===== src/rtl/sgw_pkg.sv =====
package sgw_pkg;
  localparam int PTR_W   = 32;
  localparam int LEN_W   = 23;
  localparam int APP_N   = 6;
  localparam int EOF_BIT = 26;
  localparam int SOF_BIT = 27;
  localparam int FIN_BIT = 31;

  localparam logic [PTR_W-1:0] OFS_LINK = 32'h00;
  localparam logic [PTR_W-1:0] OFS_BUF  = 32'h08;
  localparam logic [PTR_W-1:0] OFS_CTL  = 32'h18;
  localparam logic [PTR_W-1:0] OFS_STS  = 32'h1C;
  localparam logic [PTR_W-1:0] OFS_APP  = 32'h20;

  typedef enum logic [3:0] {
    W_IDLE, W_STS, W_CTL, W_LINK, W_BUF, W_APP, W_RD, W_PUSH, W_WB
  } walk_e;

  // Byte enables of a beat given the bytes still left in the buffer.
  function automatic logic [3:0] beat_keep(input logic [31:0] left);
    if (left >= 32'd4) return 4'hF;
    case (left[1:0])
      2'd1:    return 4'h1;
      2'd2:    return 4'h3;
      2'd3:    return 4'h7;
      default: return 4'h0;
    endcase
  endfunction

  // Status word stamped into a finished descriptor.
  function automatic logic [31:0] fin_status(input logic [LEN_W-1:0] len);
    return 32'(len) | (32'd1 << FIN_BIT);
  endfunction
endpackage


===== src/rtl/sgw_app_bank.sv =====
module sgw_app_bank #(
  parameter int N  = 6,
  parameter int IW = 3
) (
  input  logic            clk,
  input  logic            rst_n,
  input  logic            we,
  input  logic [IW-1:0]   idx,
  input  logic [31:0]     wd,
  output logic [N*32-1:0] words
);
  for (genvar g = 0; g < N; g++) begin : g_word
    logic [31:0] w_q;
    always_ff @(posedge clk or negedge rst_n) begin
      if (!rst_n) w_q <= '0;
      else if (we && idx == IW'(g)) w_q <= wd;
    end
    assign words[g*32 +: 32] = w_q;
  end
endmodule


===== src/rtl/sgw_beat.sv =====
module sgw_beat
  import sgw_pkg::*;
(
  input  logic             clk,
  input  logic             rst_n,
  input  logic             load,
  input  logic [PTR_W-1:0] base,
  input  logic [LEN_W-1:0] len,
  input  logic             eof,
  input  logic             grab,
  input  logic [31:0]      word,
  input  logic             valid,
  input  logic             take,
  output logic [PTR_W-1:0] rd_addr,
  output logic [31:0]      tdata,
  output logic [3:0]       tkeep,
  output logic             tlast,
  output logic             final_beat
);
  logic [PTR_W-1:0] ptr_q;
  logic [LEN_W-1:0] left_q;
  logic [31:0]      data_q;
  logic             eof_q;

  assign final_beat = left_q <= LEN_W'(4);
  assign rd_addr    = ptr_q;
  assign tdata      = data_q;
  assign tkeep      = beat_keep(32'(left_q));
  assign tlast      = eof_q && final_beat;

  always_ff @(posedge clk or negedge rst_n) begin
    if (!rst_n) begin
      ptr_q  <= '0;
      left_q <= '0;
      data_q <= '0;
      eof_q  <= 1'b0;
    end else begin
      if (load) begin
        ptr_q  <= base;
        left_q <= len;
        eof_q  <= eof;
      end
      if (grab) data_q <= word;
      if (take) begin
        ptr_q  <= ptr_q + PTR_W'(4);
        left_q <= final_beat ? '0 : left_q - LEN_W'(4);
      end
    end
  end


  keep_nonzero_chk: assert property (@(posedge clk) disable iff (!rst_n)
    valid |-> tkeep != 4'h0);

  keep_full_chk: assert property (@(posedge clk) disable iff (!rst_n)
    valid && !final_beat |-> tkeep == 4'hF && !tlast);
endmodule


===== src/rtl/sg_tx_walker.sv =====
module sg_tx_walker
  import sgw_pkg::*;
#(
  parameter int APP_W = APP_N * 32
) (
  input  logic             clk,
  input  logic             rst_n,
  input  logic             start,
  input  logic             run,
  input  logic             idle_in,
  input  logic [31:0]      cur_ptr_in,
  input  logic [31:0]      tail_ptr,
  output logic [31:0]      cur_ptr_out,
  output logic             cur_ptr_upd,
  output logic             idle_set,
  output logic             frame_done,
  output logic [APP_W-1:0] app_words,
  output logic             mem_req,
  output logic             mem_we,
  output logic [31:0]      mem_addr,
  output logic [31:0]      mem_wdata,
  input  logic             mem_ack,
  input  logic [31:0]      mem_rdata,
  output logic             m_tvalid,
  input  logic             m_tready,
  output logic [31:0]      m_tdata,
  output logic [3:0]       m_tkeep,
  output logic             m_tlast
);
  localparam int IW = (APP_N > 1) ? $clog2(APP_N) : 1;

  walk_e            st;
  logic [PTR_W-1:0] desc_q, link_q;
  logic [LEN_W-1:0] len_q;
  logic             sof_q, eof_q;
  logic [IW-1:0]    app_idx;
  logic [PTR_W-1:0] beat_addr;
  logic             final_beat;

  // Named internal events
  logic walk_idle, go, desc_done, at_tail, app_last, beat_load, beat_grab, beat_take;
  assign walk_idle = st == W_IDLE;
  assign go        = walk_idle && start && run && !idle_in;
  assign desc_done = st == W_WB && mem_ack;
  assign at_tail   = desc_q == tail_ptr;
  assign app_last  = app_idx == IW'(APP_N - 1);
  assign beat_load = st == W_BUF && mem_ack;
  assign beat_grab = st == W_RD && mem_ack;
  assign beat_take = m_tvalid && m_tready;

  assign mem_req   = !(st inside {W_IDLE, W_PUSH});
  assign mem_we    = st == W_WB;
  assign mem_wdata = fin_status(len_q);
  assign m_tvalid  = st == W_PUSH;

  always_comb begin
    case (st)
      W_STS:   mem_addr = desc_q + OFS_STS;
      W_CTL:   mem_addr = desc_q + OFS_CTL;
      W_LINK:  mem_addr = desc_q + OFS_LINK;
      W_BUF:   mem_addr = desc_q + OFS_BUF;
      W_APP:   mem_addr = desc_q + OFS_APP + (PTR_W'(app_idx) << 2);
      W_RD:    mem_addr = beat_addr;
      W_WB:    mem_addr = desc_q + OFS_STS;
      default: mem_addr = desc_q;
    endcase
  end

  always_ff @(posedge clk or negedge rst_n) begin
    if (!rst_n) begin
      st          <= W_IDLE;
      desc_q      <= '0;
      link_q      <= '0;
      len_q       <= '0;
      sof_q       <= 1'b0;
      eof_q       <= 1'b0;
      app_idx     <= '0;
      cur_ptr_out <= '0;
      cur_ptr_upd <= 1'b0;
      idle_set    <= 1'b0;
      frame_done  <= 1'b0;
    end else begin
      cur_ptr_upd <= 1'b0;
      idle_set    <= 1'b0;
      frame_done  <= 1'b0;
      case (st)
        W_IDLE: if (go) begin
          desc_q <= cur_ptr_in;
          st     <= W_STS;
        end
        W_STS: if (mem_ack) begin
          if (mem_rdata[FIN_BIT]) begin
            idle_set <= 1'b1;
            st       <= W_IDLE;
          end else st <= W_CTL;
        end
        W_CTL: if (mem_ack) begin
          len_q <= mem_rdata[LEN_W-1:0];
          sof_q <= mem_rdata[SOF_BIT];
          eof_q <= mem_rdata[EOF_BIT];
          st    <= W_LINK;
        end
        W_LINK: if (mem_ack) begin
          link_q <= mem_rdata;
          st     <= W_BUF;
        end
        W_BUF: if (mem_ack) begin
          app_idx <= '0;
          if (sof_q)              st <= W_APP;
          else if (len_q == '0)   st <= W_WB;
          else                    st <= W_RD;
        end
        W_APP: if (mem_ack) begin
          if (app_last) st <= (len_q == '0) ? W_WB : W_RD;
          else app_idx <= app_idx + IW'(1);
        end
        W_RD: if (mem_ack) st <= W_PUSH;
        W_PUSH: if (m_tready) st <= final_beat ? W_WB : W_RD;
        W_WB: if (mem_ack) begin
          cur_ptr_out <= link_q;
          cur_ptr_upd <= 1'b1;
          frame_done  <= eof_q;
          if (at_tail) begin
            idle_set <= 1'b1;
            st       <= W_IDLE;
          end else begin
            desc_q <= link_q;
            st     <= W_STS;
          end
        end
        default: st <= W_IDLE;
      endcase
    end
  end

  sgw_beat i_beat (
    .clk, .rst_n,
    .load(beat_load), .base(mem_rdata), .len(len_q), .eof(eof_q),
    .grab(beat_grab), .word(mem_rdata),
    .valid(m_tvalid), .take(beat_take),
    .rd_addr(beat_addr), .tdata(m_tdata), .tkeep(m_tkeep), .tlast(m_tlast),
    .final_beat(final_beat)
  );

  sgw_app_bank #(.N(APP_N), .IW(IW)) i_app (
    .clk, .rst_n,
    .we(st == W_APP && mem_ack), .idx(app_idx), .wd(mem_rdata),
    .words(app_words)
  );


  mem_hold_chk: assert property (@(posedge clk) disable iff (!rst_n)
    mem_req && !mem_ack |=> mem_req && $stable(mem_addr) && $stable(mem_we) && $stable(mem_wdata));

  beat_hold_chk: assert property (@(posedge clk) disable iff (!rst_n)
    m_tvalid && !m_tready |=> m_tvalid && $stable(m_tdata) && $stable(m_tkeep) && $stable(m_tlast));

  start_gate_chk: assert property (@(posedge clk) disable iff (!rst_n)
    walk_idle && !(run && !idle_in) |=> !mem_req);

  frame_with_upd_chk: assert property (@(posedge clk) disable iff (!rst_n)
    frame_done |-> cur_ptr_upd);

  stop_after_idle_chk: assert property (@(posedge clk) disable iff (!rst_n)
    idle_set |-> !mem_req && !m_tvalid);

  no_write_on_fin_chk: assert property (@(posedge clk) disable iff (!rst_n)
    st == W_STS && mem_ack && mem_rdata[FIN_BIT] |=> !mem_req && idle_set);
endmodule


===== config.mk =====
export PLATFORM = sky130hd
export DESIGN_NAME = sg_tx_walker
export DESIGN_NICKNAME = d
export VERILOG_FILES = /design/src/rtl/sgw_pkg.sv /design/src/rtl/sgw_app_bank.sv /design/src/rtl/sgw_beat.sv /design/src/rtl/sg_tx_walker.sv
export SDC_FILE = /design/constraint.sdc
export NUM_CORES = 1
export LEC_CHECK = 0
export BUFFER_PORTS_ARGS = -buffer_cell sky130_fd_sc_hd__buf_2
export CORE_UTILIZATION = 57
export CTS_BUF_LIST = sky130_fd_sc_hd__clkbuf_4 sky130_fd_sc_hd__clkbuf_8
export DETAILED_ROUTE_END_ITERATION = 10
export PLACE_DENSITY = 0.86
export RECOVER_POWER = 50
export SLEW_MARGIN = 20
export SYNTH_ARGS = -nofsm -noshare
export SYNTH_HDL_FRONTEND = slang
export SYNTH_SLANG_ARGS = --single-unit

===== constraint.sdc =====
create_clock -name clk -period 3.5 [get_ports clk]
set_clock_uncertainty 0.1 [all_clocks]
set_input_delay 0.7 -clock clk [delete_from_list [all_inputs] [get_ports clk]]
set_output_delay 0.7 -clock clk [all_outputs]
set_load 0.1 [all_outputs]

==> flow_summary.toml <==
[outcome]
status = "finished with violations"
failed_checks = "capacitance limit, slew limit, setup timing"

[timing]
max_freq_ghz = 0.251
setup_viol = 30
rsz0062_at_grt = "true"
relSlewSlack = -0.190
final_hold_viol_count = 0
worst_slew_pin_slew_ns = 1.79
fin_crit_ns = 3.98
worst_slack_ns = -0.484
fin_crit_sh = 1.14
slew_viol_final = 133

[die]
initial_utilization = 0.584
pin_count = 434
chipHeight_um = 191
core-area_mm2 = 0.0348
rows = 68
dieArea_mm2 = 0.0364
die_x_um = 191

[cells_and_area]
finalInstanceArea_mm2 = 0.0264
fin_nets = 2455
fillers = 2287
layout-drive-gt1-share = 0.466
area_delta_synth_final_pct = 30.1
instances_no_fill = 2844

[critical_path]
path_class = "reg -> out"
path_max_fanout = 4
end_kind = "output pin"
worstSetupStartpointType = "flop"
r2r_start = "st[3]$_DFFE_PN0P_"
cp.required_ns = 2.70
critPathLaunch = "st[2]$_DFFE_PN0P_"
worstPathArrival_ns = 3.18

[drt]
drc_errors = 0
num_vias = 18488
dr.first_iter.drc_count = 2050
routed_wl_um = 80100
dr.pass1.iters = 6
ant_nets = 0
viasPerCell = 6.50
routedWlPerCell_um = 28.2

[synthesis]
synthSimpleGateAreaFrac = 0.125
ys_warn_count = 0
syn_area_per_cell_um2 = 11.2
synth_edf_count = 0
synthesis.area_mm2 = 0.0203
ys_seq_elements = 411
synth_compound_area_frac = 0.0997
synth_common_cells = "dfrtp_1 (411), mux2_2 (338), nand2_1 (208)"
synth_top_family_by_area = "multiplexers"
synthArstFlopShare = 1.00
synth.largest_area_cell = "dfrtp_1"
seq_area_frac_synth = 0.506
synth_xor_area_frac = 0.0189
synthFlopType = "dfrtp_1"
yosysMostFrequentCell = "dfrtp_1"
synth-adder-area-share = 0.00997
synthTopCellsByArea = "dfrtp_1 (51%), mux2_2 (19%), nand2_1 (3.8%)"
synth_cells = 1820
synth_cell_types = 88
muxShareOfSynthArea = 0.197
synth_top_area_frac = 0.506

[clock_network]
cts_buffer_depth = 3
worstSkewPairLatency_ns = 0.66
path_clk_slew_ns = 0.07
cts-root-buf = "clkbuf_8"
cts.sinks = 411
htree_num_levels = 3
cts_buffers = 69
cts_tree = "done"

[min_path]
hold_path_class = "in -> reg"
hold_start = "cur_ptr_in[27]"

[global_routing]
met3_usage = 0.125
grt_pass1_wl_um = 118000
grt-ovfl-total = 0
antenna_found_initial = 9
met2_usage = 0.684
met1_usage = 0.541
grt_start_max_net_pins = 86
first_global_vias = 19024
grt_usage = 0.441
grt_busiest_layer = "met2"

[placement]
placed_cell_area_mm2 = 0.0238
finalWeightedCongestion = 1.08
portBuffers = 424
dp_cells = 2661
dp_slack_ns = 0.0831
dp_hpwl_um = 55100

[flow_run]
maxCapViolations = 3
## critical path: stages, from the launching register on
cell	delay (ns)
dfrtp_1	0.39
nor2b_4	0.15
nand2_4	0.10
inv_4	0.05
fa_2	0.39
or3_4	0.37
o22ai_4	0.13
buf_6	0.12
a22oi_2	0.05
or4_1	0.49
nand3_2	0.12
buf_12	0.18
## metal layers
layer | routed length, um | part of all wire | up-vias
met4 | 5540 | 0.069 | 4
met5 | 24 | 0.00030 | -
met1 | 28400 | 0.35 | 9159
met2 | 37100 | 0.46 | 1328
met3 | 9090 | 0.11 | 370
li1 | - | - | 7627
## cells in the final DEF, fill, tap and decap left out, types with 19 or more instances in the layout
cell      netlist  final
dfrtp_1       411    402
mux2i_1        20     19
o211ai_1       21     21
inv_1          29     25
nor2_1         74     66
mux2_2        338    335
buf_4          34    122
a21oi_1        55     45
clkbuf_4        1     24
nand4_1        40     40
clkbuf_8        0     83
nor3_1         34     26
nor4_1         24     21
buf_12          0     38
clkbuf_1       44     85
buf_6           0     23
xnor2_1        40     40
nand3_1        38     34
nand2_1       208    196
buf_2          47    306
a221o_1        19     19
o21ai_0        85     63
## layout make-up
type                    count  area [um^2]  share of cell area
inverters                  30          120             0.00454
repair buffers            588         3960               0.150
multi-input cells        1237        10000               0.379
flip-flops and latches    411        10300               0.389
clock buffers             102         1280              0.0486
clock inverters            16          189             0.00715
diodes                      5         12.5            0.000473
well taps                 455          569              0.0215
## per-stage QoR
stage / utilization / TNS [ns] / hold WS [ns]
after floorplan: - / -1.79 / 0.304
after global placement: 0.684 / 0 / 0.355
after detailed placement: 0.684 / 0 / 0.384
after CTS: 0.754 / -8.00 / 0.261
after global routing: 0.760 / -23.50 / 0.299
final: 0.760 / -7.39 / 0.279
## cells by family (layout without fill, tap and decap cells)
| family | after synthesis | count (layout) |
|---|---|---|
| mux | 358 | 358 |
| compound gates | 299 | 299 |
| flops | 411 | 411 |
| xor+xnor | 43 | 43 |
| simple gates | 513 | 513 |
| buf+inv | 179 | 736 |
| other cells | 2 | 14 |
| fa+ha+maj | 15 | 15 |
## final timing paths
path,to,slack [ns],depth (start not counted)
worst min register to register,i_beat.eof_q$_DFFE_PN0P_,0.40,2
max in group asynchronous,i_app.g_word[2].w_q[16]$_DFFE_PN0P_,0.39,3
worst max register to register,i_beat.left_q[5]$_DFFE_PN0P_,0.33,9
min in group asynchronous,i_app.g_word[5].w_q[29]$_DFFE_PN0P_,0.97,2
worst max-delay path,mem_addr[31],-0.48,11
worst min-delay path,desc_q[27]$_DFFE_PN0P_,0.28,3
## sequential cells by signal, summed over array words and instances (netlist names), 3 cells and up
| signal | count |
|---|---|
| cur_ptr_out | 32 |
| i_beat.tdata | 32 |
| len_q | 23 |
| app_idx | 3 |
| i_app.g_word.w_q | 192 |
| i_beat.left_q | 23 |
| st | 4 |
| i_beat.rd_addr | 32 |
| link_q | 32 |
| desc_q | 32 |
## repair_timing
action / 4_1_cts / 5_1_grt
buffers inserted: 52 / 12
setup endpoints to repair: 35 / 35
gates cloned: 0 / 0
endpoints found under the hold margin: 63 / 0
gates resized for setup: 136 / 77
pin swaps: 39 / 36
hold buffers: 1 / 0
Power is not shown: default switching activity piles up to over one toggle a cycle in this logic, so the estimate is an artifact.
